<file path="src/rtl/sreg_pkg.sv">
package sreg_pkg;
  localparam int unsigned ADDR_W_DEF = 8;
  localparam int unsigned DATA_W_DEF = 6;
  localparam int unsigned SYNC_STAGES_DEF = 2;

  typedef enum logic {
    PH_ADDR = 1'b0,
    PH_DATA = 1'b1
  } phase_e;
endpackage

</file>
<file path="src/rtl/sreg_sync.sv">
module sreg_sync #(
  parameter int unsigned W = 1,
  parameter int unsigned STAGES = 2,
  parameter logic [W-1:0] RST_VAL = '0
) (
  input  logic         clk_i,
  input  logic         rst_ni,
  input  logic [W-1:0] d_i,
  output logic [W-1:0] q_o
);
  logic [W-1:0] stg [STAGES];

  for (genvar s = 0; s < STAGES; s++) begin : g_stage
    if (s == 0) begin : g_first
      always_ff @(posedge clk_i or negedge rst_ni) begin
        if (!rst_ni) stg[s] <= RST_VAL;
        else         stg[s] <= d_i;
      end
    end else begin : g_next
      always_ff @(posedge clk_i or negedge rst_ni) begin
        if (!rst_ni) stg[s] <= RST_VAL;
        else         stg[s] <= stg[s-1];
      end
    end
  end

  assign q_o = stg[STAGES-1];
endmodule

</file>
<file path="src/rtl/sreg_edge.sv">
module sreg_edge (
  input  logic clk_i,
  input  logic rst_ni,
  input  logic lvl_i,
  output logic rise_o
);
  logic prev_q;

  always_ff @(posedge clk_i or negedge rst_ni) begin
    if (!rst_ni) prev_q <= 1'b0;
    else         prev_q <= lvl_i;
  end

  assign rise_o = lvl_i & ~prev_q;
endmodule

</file>
<file path="src/rtl/sreg_frame.sv">
module sreg_frame
  import sreg_pkg::*;
#(
  parameter int unsigned AW = ADDR_W_DEF,
  parameter int unsigned DW = DATA_W_DEF
) (
  input  logic          clk_i,
  input  logic          rst_ni,
  input  logic          load_n_i,
  input  logic          sck_rise_i,
  input  logic          bit_i,
  output logic          wr_valid_o,
  output logic [AW-1:0] wr_addr_o,
  output logic [DW-1:0] wr_data_o
);
  localparam int unsigned MAXW  = (AW > DW) ? AW : DW;
  localparam int unsigned CNT_W = $clog2(MAXW + 1);
  localparam logic [CNT_W-1:0] A_LAST = CNT_W'(AW - 1);
  localparam logic [CNT_W-1:0] D_LAST = CNT_W'(DW - 1);

  phase_e           phase_q;
  logic [CNT_W-1:0] cnt_q;
  logic [AW-1:0]    sh_a_q, cur_addr_q;
  logic [DW-1:0]    sh_d_q;
  logic [AW-1:0]    sh_a_nxt;
  logic [DW-1:0]    sh_d_nxt;

  // LSB first: new bit enters at the top, first bit ends at bit 0
  assign sh_a_nxt = {bit_i, sh_a_q[AW-1:1]};
  assign sh_d_nxt = {bit_i, sh_d_q[DW-1:1]};

  always_ff @(posedge clk_i or negedge rst_ni) begin
    if (!rst_ni) begin
      phase_q    <= PH_ADDR;
      cnt_q      <= '0;
      sh_a_q     <= '0;
      sh_d_q     <= '0;
      cur_addr_q <= '0;
      wr_valid_o <= 1'b0;
      wr_addr_o  <= '0;
      wr_data_o  <= '0;
    end else begin
      wr_valid_o <= 1'b0;
      if (load_n_i) begin
        // strobe idle or just released: drop any partial field
        phase_q <= PH_ADDR;
        cnt_q   <= '0;
      end else if (sck_rise_i) begin
        unique case (phase_q)
          PH_ADDR: begin
            sh_a_q <= sh_a_nxt;
            if (cnt_q == A_LAST) begin
              cur_addr_q <= sh_a_nxt;
              phase_q    <= PH_DATA;
              cnt_q      <= '0;
            end else begin
              cnt_q <= cnt_q + 1'b1;
            end
          end
          PH_DATA: begin
            sh_d_q <= sh_d_nxt;
            if (cnt_q == D_LAST) begin
              wr_valid_o <= 1'b1;
              wr_addr_o  <= cur_addr_q;
              wr_data_o  <= sh_d_nxt;
              cur_addr_q <= cur_addr_q + 1'b1;
              cnt_q      <= '0;
            end else begin
              cnt_q <= cnt_q + 1'b1;
            end
          end
          default: phase_q <= PH_ADDR;
        endcase
      end
    end
  end
endmodule

</file>
<file path="src/rtl/sreg_write_rx.sv">
module sreg_write_rx
  import sreg_pkg::*;
#(
  parameter int unsigned AW = ADDR_W_DEF,
  parameter int unsigned DW = DATA_W_DEF,
  parameter int unsigned SYNC_STAGES = SYNC_STAGES_DEF
) (
  input  logic          clk_i,
  input  logic          rst_ni,
  input  logic          sck_i,
  input  logic          sdata_i,
  input  logic          load_ni,
  output logic          wr_valid_o,
  output logic [AW-1:0] wr_addr_o,
  output logic [DW-1:0] wr_data_o
);
  localparam int unsigned NLINES = 3;

  logic [NLINES-1:0] raw, synced;
  logic sck_s, sdata_s, load_n_s, sck_rise;

  assign raw = {load_ni, sdata_i, sck_i};

  // strobe resets to idle (high), others low
  sreg_sync #(
    .W(NLINES), .STAGES(SYNC_STAGES), .RST_VAL(NLINES'(3'b100))
  ) u_sync (
    .clk_i, .rst_ni, .d_i(raw), .q_o(synced)
  );

  assign sck_s    = synced[0];
  assign sdata_s  = synced[1];
  assign load_n_s = synced[2];

  sreg_edge u_sck_edge (
    .clk_i, .rst_ni, .lvl_i(sck_s), .rise_o(sck_rise)
  );

  sreg_frame #(.AW(AW), .DW(DW)) u_frame (
    .clk_i, .rst_ni,
    .load_n_i(load_n_s),
    .sck_rise_i(sck_rise),
    .bit_i(sdata_s),
    .wr_valid_o, .wr_addr_o, .wr_data_o
  );
endmodule

</file>
<file path="config.mk">
export PLATFORM = sky130hd
export DESIGN_NAME = sreg_write_rx
export DESIGN_NICKNAME = d
export VERILOG_FILES = /design/src/rtl/sreg_pkg.sv /design/src/rtl/sreg_sync.sv /design/src/rtl/sreg_edge.sv /design/src/rtl/sreg_frame.sv /design/src/rtl/sreg_write_rx.sv
export SDC_FILE = /design/constraint.sdc
export NUM_CORES = 1
export LEC_CHECK = 0
export ABC_AREA = 1
export ABC_CLOCK_PERIOD_IN_PS = 1710
export CORE_MARGIN = 3
export CORE_UTILIZATION = 55
export DETAILED_ROUTE_END_ITERATION = 16
export GPL_ROUTABILITY_DRIVEN = 1
export HOLD_SLACK_MARGIN = 0.08
export PLACE_DENSITY = 0.77
export SYNTH_ARGS = -nofsm -noshare
export SYNTH_HDL_FRONTEND = slang
export SYNTH_SLANG_ARGS = --single-unit
</file>
<file path="constraint.sdc">
create_clock -name clk_i -period 1.71 [get_ports clk_i]
set_clock_uncertainty 0.05 [all_clocks]
set_input_delay 0.2565 -clock clk_i [delete_from_list [all_inputs] [get_ports clk_i]]
set_output_delay 0.2565 -clock clk_i [all_outputs]
set_load 0.005 [all_outputs]
</file>
==> summary.txt, run 1 <==
Timing
  – Peak Freq: 667 MHz
  – Worst Tran Pin Value: roughly 350 ps
  – Setup TNS Final: 0 ps
  – Tmin final: roughly 1500 ps
  – RSZ-0062 raised after global routing: no
  – Setup slack after layout: ~210 ps
  – Worst hold slack: 305 ps
  – Tcrit/Tclk final: between 80% and 90%
  – Slew HR: 76.6%
  – # setup viols final: 0
  – Slew Viols, Final: 0
  – Final hold violation count: 0

Die
  – Die width: around 67 µm
  – Die Area: approximately 0.0044 mm²
  – Cell Rows: 21
  – Initial Util: approximately three fifths
  – Die height: about 67 µm
  – Io pins: 20
  – Core area: roughly 0.0034 mm²

Setup path
  – CP Launch Type: register
  – Worst r2r src: u_frame.cnt_q[0]$_DFFE_PN0P_
  – Crit path DAT: 1680 ps
  – Reg2Reg Setup Slack: 210 ps
  – Worst-case reg-to-reg path depth: 9
  – Path type of the worst setup path: reg2reg
  – CP required: around 1900 ps
  – Critical Path End Type: register
  – CP max FO: 9
  – Reg2reg end: u_frame.cur_addr_q[1]$_DFFE_PN0P_

Finish
  – Most frequent cells in the layout: nand2_1 (67), dfrtp_1 (45), inv_1 (27)
  – Commonest non-fill, non-tap cell in the layout: nand2_1
  – Final #Nets: approximately 260
  – Antenna cell count: 0
  – Layout cells sized above 1: about a tenth
  – Fin cells: between 200 and 300
  – Fillers: between 200 and 300
  – P&R area growth vs syn: 18.6%

Clocking
  – H-tree levels: 2
  – Setup Fix Bufs, Post-CTS: 0
  – Worst-case clock buffer depth: 2
  – CTS clk-pin slew, worst paths: about 80 ps
  – Clock insertion delay at the later pin of the skew report: around 300 ps
  – CTS tree: done
  – Cts bufs inserted: 5
  – CTS root buffer: clkbuf_8
  – CTS Sinks: 47

Synth
  – Synthesized Nets: 234
  – Compound-gate portion of the synthesized area: a little under an eighth
  – Largest family of logic cells by synthesized area: simple AND/OR/NAND/NOR gates
  – Multiplexer area fraction after synthesis: 0%
  – Mean Syn Cell Area: about 8.9 µm²
  – Synth Warn #: 0
  – Adder-Cell Fraction of Synth Area: under 10%
  – Post-synthesis register bit count: 47
  – Sequential share of the synthesized area: around three fifths
  – Synth Instances: around 230
  – XOR/XNOR Fraction of Synth Area: less than 1%
  – Netlist cell types: 25
  – Netlist Area Pre-Place: around 0.0020 mm²
  – Post-synthesis simple-gate area fraction: approximately a fifth

Drt
  – Post-Route WL: 3.40 mm
  – Avg WL per Cell: between 10 and 15 µm
  – Iteration-0 DRC Markers: 120
  – Via count: about 1500
  – DRC Markers: 0
  – Drt via density: ~5
  – Post-DRT Antenna Nets: 0
  – Drt pass-1 iters: 4

Power
  – Leakage: ~0.0011 µW
  – Maximum VDD drop: approximately 0.00063 V
  – P per Cell Area: a little under 900 mW/mm²
  – Tot Pwr: around 2100 µW

Placement
  – Dpl cells: 288
  – Port Buf Inserts: 19
  – Gpl congestion: 0.836
  – Dpl ws: between 200 and 300 ps
  – Dpl hpwl: ~2.3 mm

Min path
  – Worst Hold End: u_sync.q_o[0]$_DFF_PN0_
  – Min-Delay Startpoint: u_sync.stg[3]$_DFF_PN0_
  – Hold crit path type: reg2reg
  – Hold path cells: 0

Global route
  – Largest net degree at the start of global routing: 48
  – GR Util All Layers: approximately 18%
  – First-pass GRT wire length: slightly above 6 mm
  – Initial antenna violation count: 0
  – Vias in the first global route: between 1000 and 1500
  – Grt ovf: 0

Run
  – Max_cap viols: 0

Run status
  – Status: finished clean
==> worst max-delay path, stage by stage, from the launching register on <==
cell     delay [ps]
dfrtp_1         430
ha_1            200
nand2_1          70
nor2_1          120
nand2_1          90
nand2_1          80
nand2_2         120
inv_2           150
nand2_1          70
o21ai_1          70
==> final cells by class <==
cell class / instances / area (µm²) / area share, %
clock buffers: 6 / 82.6 / 3.45
inverters: 29 / 109 / 4.54
multi-input cells: 144 / 691 / 28.8
clock inverters: 2 / 35.0 / 1.46
repair buffers: 23 / 243 / 10.1
flip-flops and latches: 47 / 1180 / 49.2
well taps: 46 / 57.6 / 2.40
==> kinds of logic (layout without fill, tap and decap cells) <==
kind of cell / Yosys count / after routing
AND/OR/NAND/NOR: 99 / 99
XOR/XNOR: 1 / 1
flip-flops: 47 / 47
buffers and inverters: 35 / 60
AO/OA/AOI/OAI: 41 / 41
adder cells (fa/ha/maj): 3 / 3
==> through the flow <==
step                      area [µm²]  utilization (%)
after floorplan                 2020                -
after global placement          2270             65.9
after detailed placement        2270             65.9
after CTS                       2400             69.6
after global routing            2400             69.6
final                           2400             69.6
==> power breakdown <==
group          internal, µW  leakage (µW)  switching [µW]
sequential             1160      0.000629            28.7
combinational          46.1      0.000427            78.2
clock                   473     0.0000612             348
total                  1680       0.00112             455
==> layer usage <==
| metal | track usage [%] | routed length, µm |
|---|---|---|
| met3 | 4.05 | 175 |
| met1 | 23.2 | 1590 |
| met4 | 9.14 | 71 |
| met2 | 29.3 | 1560 |
| met5 | 0 | 0 |
==> state kept, by name (all words and copies together) (netlist names) <==
signal,flops
u_sync.q_o,3
u_frame.sh_a_q,7
u_sync.stg,3
u_frame.wr_data_o,6
u_frame.cur_addr_q,8
u_frame.sh_d_q,5
u_frame.wr_addr_o,8
u_sck_edge.prev_q,1
u_frame.phase_q,1
u_frame.wr_valid_o,1
u_frame.cnt_q,4
==> how the worst max path moves through the flow <==
stage	depth (start not counted)	from	slack, ps	to
after floorplan	9	u_frame.cnt_q[1]$_DFFE_PN0P_	340	u_frame.wr_addr_o[7]$_DFFE_PN0P_
after global placement	9	u_frame.cnt_q[0]$_DFFE_PN0P_	320	u_frame.cur_addr_q[2]$_DFFE_PN0P_
after detailed placement	9	u_frame.cnt_q[0]$_DFFE_PN0P_	260	u_frame.cur_addr_q[1]$_DFFE_PN0P_
after CTS	9	u_frame.cnt_q[0]$_DFFE_PN0P_	200	u_frame.cur_addr_q[1]$_DFFE_PN0P_
after global routing	9	u_frame.cnt_q[0]$_DFFE_PN0P_	40	u_frame.cur_addr_q[1]$_DFFE_PN0P_
final	9	u_frame.cnt_q[0]$_DFFE_PN0P_	210	u_frame.cur_addr_q[1]$_DFFE_PN0P_
==> timing repair <==
action	in CTS	in global routing
hold buffers	1	0
resized for setup	0	0
endpoints found under the setup margin	0	0
hold endpoints to repair	45	0
==> synthesized netlist by cell type (all sizes together) <==
master  number  share of area, %
nand2       68                13
dfrtp       45                56
o21ai       36               9.9
inv         29               5.4
nand3       14               3.5
nor2        14               3.1
buf          3               1.4
clkbuf       3              0.68
ha           3               1.9
a21oi        2              0.50
dfstp        2               2.6
nand4        2              0.93
o22ai        2              0.62
a21o         1              0.37
or2          1              0.31
xor2         1              0.43
Note: power is estimated with default switching activity, not from simulation.
==> run 2: changes to the inputs <==
Settings changed: CORE_UTILIZATION 55 to 60, DONT_BUFFER_PORTS set to 1, PLACE_DENSITY 0.77 to 0.76.
==> summary.txt, run 2 (synthesized netlist as in run 1, its figures left out) <==
Run status
  – Status: finished clean

Setup path
  – Most used cell, CP: nand2_1
  – CP max FO: 9 (unchanged)
  – CP Launch Type: register
  – CP max stage delay: 430 ps (about the same)
  – Path type of the worst setup path: reg2reg
  – CP cell instances: ha_1, nand2_1, nor2_1, nand2_1, nand2_1, nand2_2, inv_2, nand2_1, o21ai_1
  – CP required: 1950 ps (+60 ps)
  – Crit-path slowest cell: dfrtp_1
  – Crit path DAT: 1710 ps (+30 ps)
  – Critical Path End Type: register

Finish
  – Final #Nets: 242 (-6.2%)
  – Antenna cell count: 0 (unchanged)
  – Area of the multi-input gates: 691 µm² (unchanged)
  – Top flop regs: u_frame.cur_addr_q: 8 flops, u_frame.wr_addr_o: 8 flops, u_frame.sh_a_q: 7 flops
  – Layout cells sized above 1: 10.6% (+0.28 points)
  – Fin cells: 279 (-6.1%)
  – Commonest non-fill, non-tap cell in the layout: nand2_1
  – Fillers: 232 (-13%)
  – Reg area: 0.00118 mm² (unchanged)
  – P&R area growth vs syn: 9.67%
  – Most frequent cells in the layout: nand2_1 (67), dfrtp_1 (45), inv_1 (27)

Die
  – Die Area: 0.00410 mm² (-7.6%)
  – Die height: 64.0 µm (-3.9%)
  – Die width: 64.0 µm (-3.9%)
  – Io pins: 20 (unchanged)
  – Initial Util: 64.6% (+5.9 points)
  – Cell Rows: 20 (-4.8%)
  – Core area: 0.00313 mm² (-9.1%)

Global route
  – Largest net degree at the start of global routing: 48 (unchanged)
  – Vias in the first global route: 1379 (-1.6%)
  – GR Util All Layers: 19.3% (+0.95 points)
  – First-pass GRT wire length: 6.06 mm (-0.23%)
  – Grt ovf: 0 (unchanged)
  – Initial antenna violation count: 0 (unchanged)

Clocking
  – Worst-case clock buffer depth: 2 (unchanged)
  – CTS Hold Bufs: 5 (+4)
  – Clock insertion delay at the later pin of the skew report: 350 ps (+50 ps)
  – H-tree levels: 2 (unchanged)
  – Resized Gates After CTS: 0 (unchanged)
  – Cts bufs inserted: 5 (unchanged)
  – CTS tree: done
  – Setup Fix Bufs, Post-CTS: 0 (unchanged)
  – CTS clk-pin slew, worst paths: 130 ps (+50 ps)
  – CTS root buffer: clkbuf_4
  – CTS Sinks: 47 (unchanged)

Timing
  – Setup TNS Final: 0 ps (unchanged)
  – Peak Freq: 681 MHz (+2.1%)
  – RSZ-0062 raised after global routing: no
  – Tcrit/Tclk final: 85.9% (-1.8 points)
  – Slew HR: 76.4% (-0.12 points)
  – Slew Viols, Final: 0 (unchanged)
  – Setup slack after layout: 241 ps (+30.5 ps)
  – Tmin final: 1470 ps (-30.5 ps)
  – Worst Tran Pin Value: 352 ps (+1.73 ps)
  – # setup viols final: 0 (unchanged)
  – Final hold violation count: 0 (unchanged)

Drt
  – Drt pass-1 iters: 4 (unchanged)
  – Avg WL per Cell: 12.2 µm (+6.7%)
  – DRC Markers: 0 (unchanged)
  – Via count: 1440 (-3.4%)
  – Post-Route WL: 3.41 mm (+0.21%)
  – Drt via density: 5.16 (+2.9%)
  – Post-DRT Antenna Nets: 0 (unchanged)
  – Iteration-0 DRC Markers: 73 (-39%)

Placement
  – Dpl cells: 266 (-7.6%)
  – Dpl hpwl: 2.33 mm (+0.41%)
  – Gpl congestion: 0.856 (+2.3%)
  – Dpl ws: 263 ps (+4.70 ps)
  – Port Buf Inserts: 0 (-19)

Power
  – Int Pwr: 1550 µW (-7.5%)
  – Clock network fraction of total power: 33.9% (-4.6 points)
  – Net Switching: 435 µW (-4.6%)
  – P per Cell Area: 898 mW/mm² (+0.72%)
  – Leakage: 0.00105 µW (-5.7%)
  – Sequential share of power: 59.8% (+4.1 points)
  – Combinational Power Share: 6.3% (+0.5 points)
  – Maximum VDD drop: 0.000618 V (-2.1%)
  – Tot Pwr: 1990 µW (-6.9%)
  – Sw Ratio: 21.9% (+0.54 points)

Min path
  – Hold crit path type: reg2reg

Run
  – Max_cap viols: 0 (unchanged)
run 2: worst paths after layout:
kind / start / end / slack (ps) / depth (start not counted)
worst min register to register: u_sync.stg[5]$_DFF_PN1_ / u_sync.q_o[2]$_DFF_PN1_ / 310 / 0
worst min-delay path: u_sync.stg[5]$_DFF_PN1_ / u_sync.q_o[2]$_DFF_PN1_ / 310 / 0
worst max register to register: u_frame.cnt_q[0]$_DFFE_PN0P_ / u_frame.cur_addr_q[1]$_DFFE_PN0P_ / 240 / 9
max in group asynchronous: rst_ni / u_sync.stg[5]$_DFF_PN1_ / 990 / 2
worst max-delay path: u_frame.cnt_q[0]$_DFFE_PN0P_ / u_frame.cur_addr_q[1]$_DFFE_PN0P_ / 240 / 9
min in group asynchronous: rst_ni / u_frame.wr_valid_o$_DFF_PN0_ / 350 / 2
run 2: cell type report:
cell class / count / area share (%)
sequential: 47 / 53.2
multi-input combinational: 144 / 31.2
inverter: 29 / 4.92
timing repair buffer: 7 / 4.29
tap: 44 / 2.49
clock buffer: 6 / 2.32
clock inverter: 2 / 1.58
run 2: worst max-delay path, delay by kind of cell, from the launching register on:
family	cells	cell delay, ps
AOI/OAI and AO/OA	1	60
adders and majority gates	1	190
buffers and inverters	1	140
DFF	1	430
and+or+nand+nor	6	530
run 2: metal layers:
metal,GRT usage [%],routed length (µm),vias to the layer above
met2,31.2,1610,48
met5,0,0,-
met1,24.1,1540,661
li1,-,-,725
met4,6.47,44,0
met3,6.50,209,6
run 2: stage by stage:
step | hold WS (ps) | instance area, µm² | utilization [%]
after floorplan | -89.1 | 2020 | -
after global placement | -88.2 | 2060 | 65.9
after detailed placement | -88.1 | 2060 | 65.9
after CTS | 315 | 2210 | 70.8
after global routing | 320 | 2210 | 70.8
final | 314 | 2210 | 70.8
run 2: power groups by stage:
| stage | clock, µW | sequential, µW | combinational, µW |
|---|---|---|---|
| global placement | 0 | 1210 | 84.0 |
| global route | 764 | 1200 | 145 |
| floorplan | 0 | 1200 | 70.6 |
| CTS | 692 | 1190 | 128 |
| finish | 673 | 1190 | 125 |
| detailed placement | 0 | 1210 | 89.7 |
